### src/rtl/pts_pkg.sv
package pts_pkg;
  typedef struct packed {
    logic advance;  // counter may step this clock
    logic clear;    // count is at terminal: wrap to zero
    logic mask;     // force output low for this slot
  } ptsStrobes_t;
endpackage

### src/rtl/pts_ctrl.sv
module pts_ctrl
  import pts_pkg::*;
#(
  parameter int CNT_W = 8,
  parameter int DIV_W = 8
) (
  input  logic             clk,
  input  logic             rst,
  input  logic [CNT_W-1:0] termIn,
  input  logic [DIV_W-1:0] divIn,
  input  logic [CNT_W-1:0] count,
  output ptsStrobes_t      strb
);
  localparam logic [CNT_W-1:0] MIN_TERM = CNT_W'(3);
  localparam logic [DIV_W-1:0] ONE_DIV  = DIV_W'(1);

  logic [CNT_W-1:0] termQ;
  logic [DIV_W-1:0] divQ;
  logic [DIV_W-1:0] divCnt;
  logic             tick;
  logic             atTerm;
  logic             wrap;

  always_comb begin
    tick   = (divQ <= ONE_DIV) || (divCnt == divQ - ONE_DIV);
    atTerm = (count == termQ);
    wrap   = tick && atTerm;
    strb.advance = tick;
    strb.clear   = atTerm;
    strb.mask    = atTerm || (termQ < MIN_TERM);
  end

  always_ff @(posedge clk) begin
    if (rst) begin
      divCnt <= '0;
      termQ  <= termIn;
      divQ   <= divIn;
    end else begin
      divCnt <= tick ? '0 : divCnt + ONE_DIV;
      if (wrap) begin
        termQ <= termIn;
        divQ  <= divIn;
      end
    end
  end

  // the count reported by the datapath never passes the terminal
  assert_count_bound_R3: assert property (@(posedge clk) disable iff (rst)
    count <= termQ);
  // divider phase stays below the ratio
  assert_div_bound_R7: assert property (@(posedge clk) disable iff (rst)
    (divQ > ONE_DIV) |-> (divCnt < divQ));
  // settings hold unless the counter wrapped
  assert_cfg_hold_R8: assert property (@(posedge clk) disable iff (rst)
    !wrap |=> ($stable(termQ) && $stable(divQ)));
endmodule

### src/rtl/pts_datapath.sv
module pts_datapath
  import pts_pkg::*;
#(
  parameter int CNT_W = 8
) (
  input  logic             clk,
  input  logic             rst,
  input  ptsStrobes_t      strb,
  output logic [CNT_W-1:0] count,
  output logic             pulseOut
);
  localparam logic [CNT_W-1:0] ONE_CNT = CNT_W'(1);

  always_ff @(posedge clk) begin
    if (rst) begin
      count    <= '0;
      pulseOut <= 1'b0;
    end else begin
      if (strb.advance) count <= strb.clear ? '0 : count + ONE_CNT;
      pulseOut <= count[0] & ~strb.mask;
    end
  end

  // a high output always follows an odd count
  assert_odd_source_R2: assert property (@(posedge clk) disable iff (rst)
    pulseOut |-> $past(count[0]));
  // a masked slot yields a low output
  assert_mask_low_R4: assert property (@(posedge clk) disable iff (rst)
    strb.mask |=> !pulseOut);
  // stepping at terminal lands on zero
  assert_wrap_zero_R3: assert property (@(posedge clk) disable iff (rst)
    (strb.advance && strb.clear) |=> (count == '0));
  // without an enable the count holds
  assert_hold_R7: assert property (@(posedge clk) disable iff (rst)
    !strb.advance |=> $stable(count));
endmodule

### src/rtl/pulse_train_skip.sv
module pulse_train_skip
  import pts_pkg::*;
#(
  parameter int CNT_W = 8,
  parameter int DIV_W = 8
) (
  input  logic             clk,
  input  logic             rst,
  input  logic [CNT_W-1:0] termIn,
  input  logic [DIV_W-1:0] divIn,
  output logic             pulseOut
);
  ptsStrobes_t      strb;
  logic [CNT_W-1:0] count;

  pts_ctrl #(.CNT_W(CNT_W), .DIV_W(DIV_W)) u_ctrl (
    .clk(clk), .rst(rst), .termIn(termIn), .divIn(divIn),
    .count(count), .strb(strb)
  );

  pts_datapath #(.CNT_W(CNT_W)) u_dp (
    .clk(clk), .rst(rst), .strb(strb), .count(count), .pulseOut(pulseOut)
  );
endmodule

### config.mk
export PLATFORM = sky130hd
export DESIGN_NAME = pulse_train_skip
export DESIGN_NICKNAME = d
export VERILOG_FILES = /design/src/rtl/pts_pkg.sv /design/src/rtl/pts_ctrl.sv /design/src/rtl/pts_datapath.sv /design/src/rtl/pulse_train_skip.sv
export SDC_FILE = /design/constraint.sdc
export NUM_CORES = 1
export LEC_CHECK = 0
export CORE_MARGIN = 5
export CORE_UTILIZATION = 55
export DETAILED_ROUTE_END_ITERATION = 10
export PLACE_DENSITY = 0.78
export SYNTH_ARGS = -nofsm -noshare
export SYNTH_HDL_FRONTEND = slang
export SYNTH_HIERARCHICAL = 1
export SYNTH_SLANG_ARGS = --single-unit
### constraint.sdc
create_clock -name clk -period 3.9 [get_ports clk]
set_input_delay 0.585 -clock clk [delete_from_list [all_inputs] [get_ports clk]]
set_output_delay 0.585 -clock clk [all_outputs]
set_load 0.005 [all_outputs]
==> flow_results.xml <==
<?xml version="1.0" encoding="UTF-8"?>
<metrics>
  <group name="outcome">
    <metric name="run_status" unit="">finished clean</metric>
  </group>
  <group name="placed_design">
    <metric name="place_inst" unit="">206</metric>
    <metric name="place.port_buffers" unit="">18</metric>
    <metric name="hpwl_detailed" unit="mm">2.43</metric>
    <metric name="gp_congestion" unit="">0.834</metric>
    <metric name="detailedPlace.worstSlack" unit="ns">0.656</metric>
    <metric name="placement.cell_area" unit="mm^2">0.00192</metric>
  </group>
  <group name="sta">
    <metric name="maxClockFrequency" unit="GHz">0.303</metric>
    <metric name="report.final.setup_viol" unit="">0</metric>
    <metric name="worst_slew_margin" unit="%">48.9</metric>
    <metric name="drv_slew" unit="">0</metric>
    <metric name="worst_slack" unit="ns">0.602</metric>
    <metric name="hold_ws" unit="ns">0.559</metric>
    <metric name="grt_setup_unrepaired" unit="">no</metric>
    <metric name="layout_worst_path_cycle_share" unit="%">84.6</metric>
    <metric name="worst_slew_pin_slew" unit="ns">0.763</metric>
    <metric name="worst_clock_skew" unit="ns">0.0176</metric>
    <metric name="final_hold_viol_count" unit="">0</metric>
    <metric name="setup-tns-final" unit="ns">0</metric>
    <metric name="period_needed" unit="ns">3.30</metric>
  </group>
  <group name="floorplan">
    <metric name="core_region_area" unit="mm^2">0.00303</metric>
    <metric name="die_area" unit="mm^2">0.00436</metric>
    <metric name="die-height" unit="um">66.1</metric>
    <metric name="fp.dieW" unit="um">66.1</metric>
    <metric name="start_util" unit="%">57.1</metric>
    <metric name="io_pins" unit="">19</metric>
    <metric name="placement_rows" unit="">20</metric>
  </group>
  <group name="setup_path">
    <metric name="crit_path_top_delay_cell" unit="">sky130_fd_sc_hd__edfxtp_1</metric>
    <metric name="r2r_slack" unit="ns">0.60</metric>
    <metric name="path_cells" unit="">inv_1 -&gt; ha_1 -&gt; nand4bb_1 -&gt; a211o_1 -&gt; nor4b_2 -&gt; o211a_1 -&gt; or2_1 -&gt; nand4_2 -&gt; or3_1 -&gt; a21oi_1</metric>
    <metric name="crit_path_class" unit="">flop to flop</metric>
    <metric name="worst_r2r_dst" unit="">u_dp/count[5]</metric>
    <metric name="worst_r2r_path_depth" unit="">10</metric>
    <metric name="cp_max_fo" unit="">9</metric>
    <metric name="timing.critical_path.slowest_cell_delay" unit="ns">0.48</metric>
    <metric name="cp_num_buf_inv" unit="">1</metric>
    <metric name="worst-endpoint-required" unit="ns">4.18</metric>
    <metric name="arrival" unit="ns">3.58</metric>
    <metric name="cp.depth" unit="">10</metric>
    <metric name="crit_path_start_kind" unit="">flop</metric>
    <metric name="crit-reg2reg-launch" unit="">u_ctrl/divQ[0]</metric>
    <metric name="path_delay_family" unit="">simple AND/OR/NAND/NOR gates</metric>
    <metric name="worst_setup_path_end_kind" unit="">flop</metric>
  </group>
  <group name="global_route">
    <metric name="initial_antenna_violation_count" unit="">0</metric>
    <metric name="largest_net_degree_at_the_start_of_global_routing" unit="">17</metric>
    <metric name="global_route.overflow_total" unit="">0</metric>
    <metric name="global_route.usage.met3" unit="%">6.29</metric>
    <metric name="globalRouteMet1Util" unit="%">20.9</metric>
    <metric name="global_route.peak_usage_layer" unit="">met2</metric>
    <metric name="grt_first_pass_wirelength" unit="mm">5.41</metric>
    <metric name="gr-usage-all-layers" unit="%">16.8</metric>
    <metric name="global_route.usage.met2" unit="%">27.3</metric>
    <metric name="first_global_vias" unit="">1178</metric>
  </group>
  <group name="clock_tree">
    <metric name="cts.reportedPaths.clkPinSlew" unit="ns">0.12</metric>
    <metric name="cts_made_buffers" unit="">5</metric>
    <metric name="cts_repair_resize_count" unit="">0</metric>
    <metric name="cts-root-to-sink-buffers" unit="">2</metric>
    <metric name="cts_tree" unit="">yes</metric>
    <metric name="clk-insertion-delay-late" unit="ns">0.35</metric>
    <metric name="cts-htree-levels" unit="">2</metric>
    <metric name="cts.root.buffer_cell" unit="">sky130_fd_sc_hd__clkbuf_4</metric>
    <metric name="postCtsSetupBuffers" unit="">0</metric>
    <metric name="hold_buffers" unit="">0</metric>
    <metric name="cts_num_sinks" unit="">33</metric>
  </group>
  <group name="layout">
    <metric name="final.fill_count" unit="">251</metric>
    <metric name="fin_area" unit="mm^2">0.00197</metric>
    <metric name="final_net_count" unit="">191</metric>
    <metric name="area_growth_syn_to_layout" unit="%">14.0</metric>
    <metric name="layout.core_utilization" unit="%">65.0</metric>
    <metric name="finalNonFillerCells" unit="">214</metric>
    <metric name="final_layout_size_suffix_gt1_share" unit="%">12.4</metric>
    <metric name="insertedDiodeCount" unit="">0</metric>
  </group>
  <group name="drt">
    <metric name="detailroute.via_count" unit="">1209</metric>
    <metric name="vias_per_cell" unit="">5.65</metric>
    <metric name="detail_route.iter0.violations" unit="">89</metric>
    <metric name="drt.antenna.violating_nets" unit="">0</metric>
    <metric name="postRouteWirelength" unit="mm">3.23</metric>
    <metric name="post_drt_wl_per_cell" unit="um">15.1</metric>
    <metric name="first_pass_iters" unit="">4</metric>
    <metric name="drc" unit="">0</metric>
  </group>
  <group name="logic_synthesis">
    <metric name="postSynthNetCount" unit="">173</metric>
    <metric name="synthDistinctLibCells" unit="">41</metric>
    <metric name="ys_warn_count" unit="">6</metric>
    <metric name="yosys.area.top_type_share" unit="%">27.8</metric>
    <metric name="synth-seq-area-share" unit="%">47.5</metric>
    <metric name="synthTopCellsByArea" unit="">sky130_fd_sc_hd__edfxtp_1 28%, sky130_fd_sc_hd__dfxtp_1 20%, sky130_fd_sc_hd__xnor2_1 7.6%</metric>
    <metric name="syn-mean-instance-area" unit="um^2">11.4</metric>
    <metric name="number_of_flops_mapped_to_enable_cells_by_yosys" unit="">16</metric>
    <metric name="synth_ff_type" unit="">sky130_fd_sc_hd__dfxtp_1</metric>
    <metric name="ys_seq_elements" unit="">33</metric>
    <metric name="postSynth.asyncResetShare" unit="%">0</metric>
    <metric name="syn_area" unit="mm^2">0.00173</metric>
    <metric name="synthCells" unit="">151</metric>
    <metric name="synthDominantAreaCellType" unit="">sky130_fd_sc_hd__edfxtp_1</metric>
  </group>
  <group name="pwr">
    <metric name="finalPower" unit="mW">0.651</metric>
    <metric name="pd_cells" unit="mW/mm^2">330</metric>
    <metric name="vdd_ir_drop_max" unit="V">0.000223</metric>
    <metric name="total_leakage_power" unit="nW">0.682</metric>
  </group>
  <group name="flow_run">
    <metric name="drv.max_cap_violation_count" unit="">0</metric>
  </group>
  <group name="hold_path">
    <metric name="hp-start" unit="">u_dp/count[6]</metric>
    <metric name="min_to" unit="">u_dp/count[6]</metric>
    <metric name="timing.hold.worst_path_depth" unit="">2</metric>
    <metric name="holdCritPathClass" unit="">flop to flop</metric>
  </group>
</metrics>
==> worst max-delay path by stage <==
stage	start	end	slack, ns
after floorplan	u_ctrl/divQ[0]	u_dp/count[5]	1.11
after global placement	u_ctrl/divQ[0]	u_dp/count[5]	0.86
after detailed placement	u_ctrl/divQ[0]	u_dp/count[7]	0.66
after CTS	u_ctrl/divQ[0]	u_dp/count[5]	0.64
after global routing	u_ctrl/divQ[0]	u_dp/count[7]	0.43
final	u_ctrl/divQ[0]	u_dp/count[5]	0.60
==> area by class of cell <==
| class | instances | area, um^2 | area share (%) |
|---|---|---|---|
| clock inverter | 3 | 16.3 | 0.826 |
| inverter | 2 | 7.51 | 0.381 |
| sequential | 33 | 821 | 41.7 |
| tap | 44 | 55.1 | 2.80 |
| clock buffer | 5 | 37.5 | 1.91 |
| timing repair buffer | 18 | 180 | 9.15 |
| multi-input combinational | 109 | 852 | 43.3 |
==> flip-flops by register name, summed over array words and instances, names as in the netlist <==
signal,count
u_dp/pulseOut,1
u_dp/count,8
u_ctrl/divCnt,8
u_ctrl/termQ,8
u_ctrl/divQ,8
==> cell families (layout without fill, tap and decap cells) <==
family / Yosys count / in the layout / synth area share, %
fa+ha+maj: 4 / 4 / 2.90
compound gates: 22 / 22 / 8.47
mux: 2 / 2 / 1.16
simple gates: 55 / 55 / 23.6
buf+inv: 9 / 28 / 3.19
xor+xnor: 26 / 26 / 13.2
flops: 33 / 33 / 47.5
==> layer usage <==
layer	up-vias	share of wire, %
li1	591	-
met2	30	48
met1	581	45
met5	-	0
met4	0	1.6
met3	7	5.4
==> tightest hold or removal path, stage by stage (launching register included) <==
cell                      delay (ns)
sky130_fd_sc_hd__dfxtp_1        0.37
sky130_fd_sc_hd__o21ai_0        0.09
sky130_fd_sc_hd__a21oi_1        0.07
==> cells in the final DEF (no fill, tap or decap), drive strengths merged, types with 2 or more instances in the layout <==
cell / n
clkdlybuf4s50: 18
dfxtp: 17
edfxtp: 16
xnor2: 15
xor2: 11
nor2: 9
nor4: 9
nand3: 8
a21oi: 7
clkbuf: 5
nand2: 5
nand4: 5
o21ai: 4
ha: 4
nor4b: 4
nand2b: 3
or3: 3
inv: 3
clkinv: 2
a211oi: 2
a21o: 2
mux2i: 2
a211o: 2
nor3: 2
and3: 2
==> cell usage after synthesis (all sizes together), types with 4 or more instances <==
| cell | count |
|---|---|
| xor2 | 11 |
| dfxtp | 17 |
| buf | 7 |
| ha | 4 |
| nand2 | 5 |
| o21ai | 4 |
| nand4 | 5 |
| xnor2 | 15 |
| nand3 | 8 |
| edfxtp | 16 |
| nor2 | 9 |
| nor4 | 9 |
| a21oi | 7 |
| nor4b | 4 |
==> power breakdown <==
group          total (mW)  internal, mW  switching, mW
sequential          0.393         0.377         0.0157
clock               0.196        0.0685          0.128
combinational      0.0614        0.0353         0.0260
Note: power is estimated with default switching activity, not from simulation.
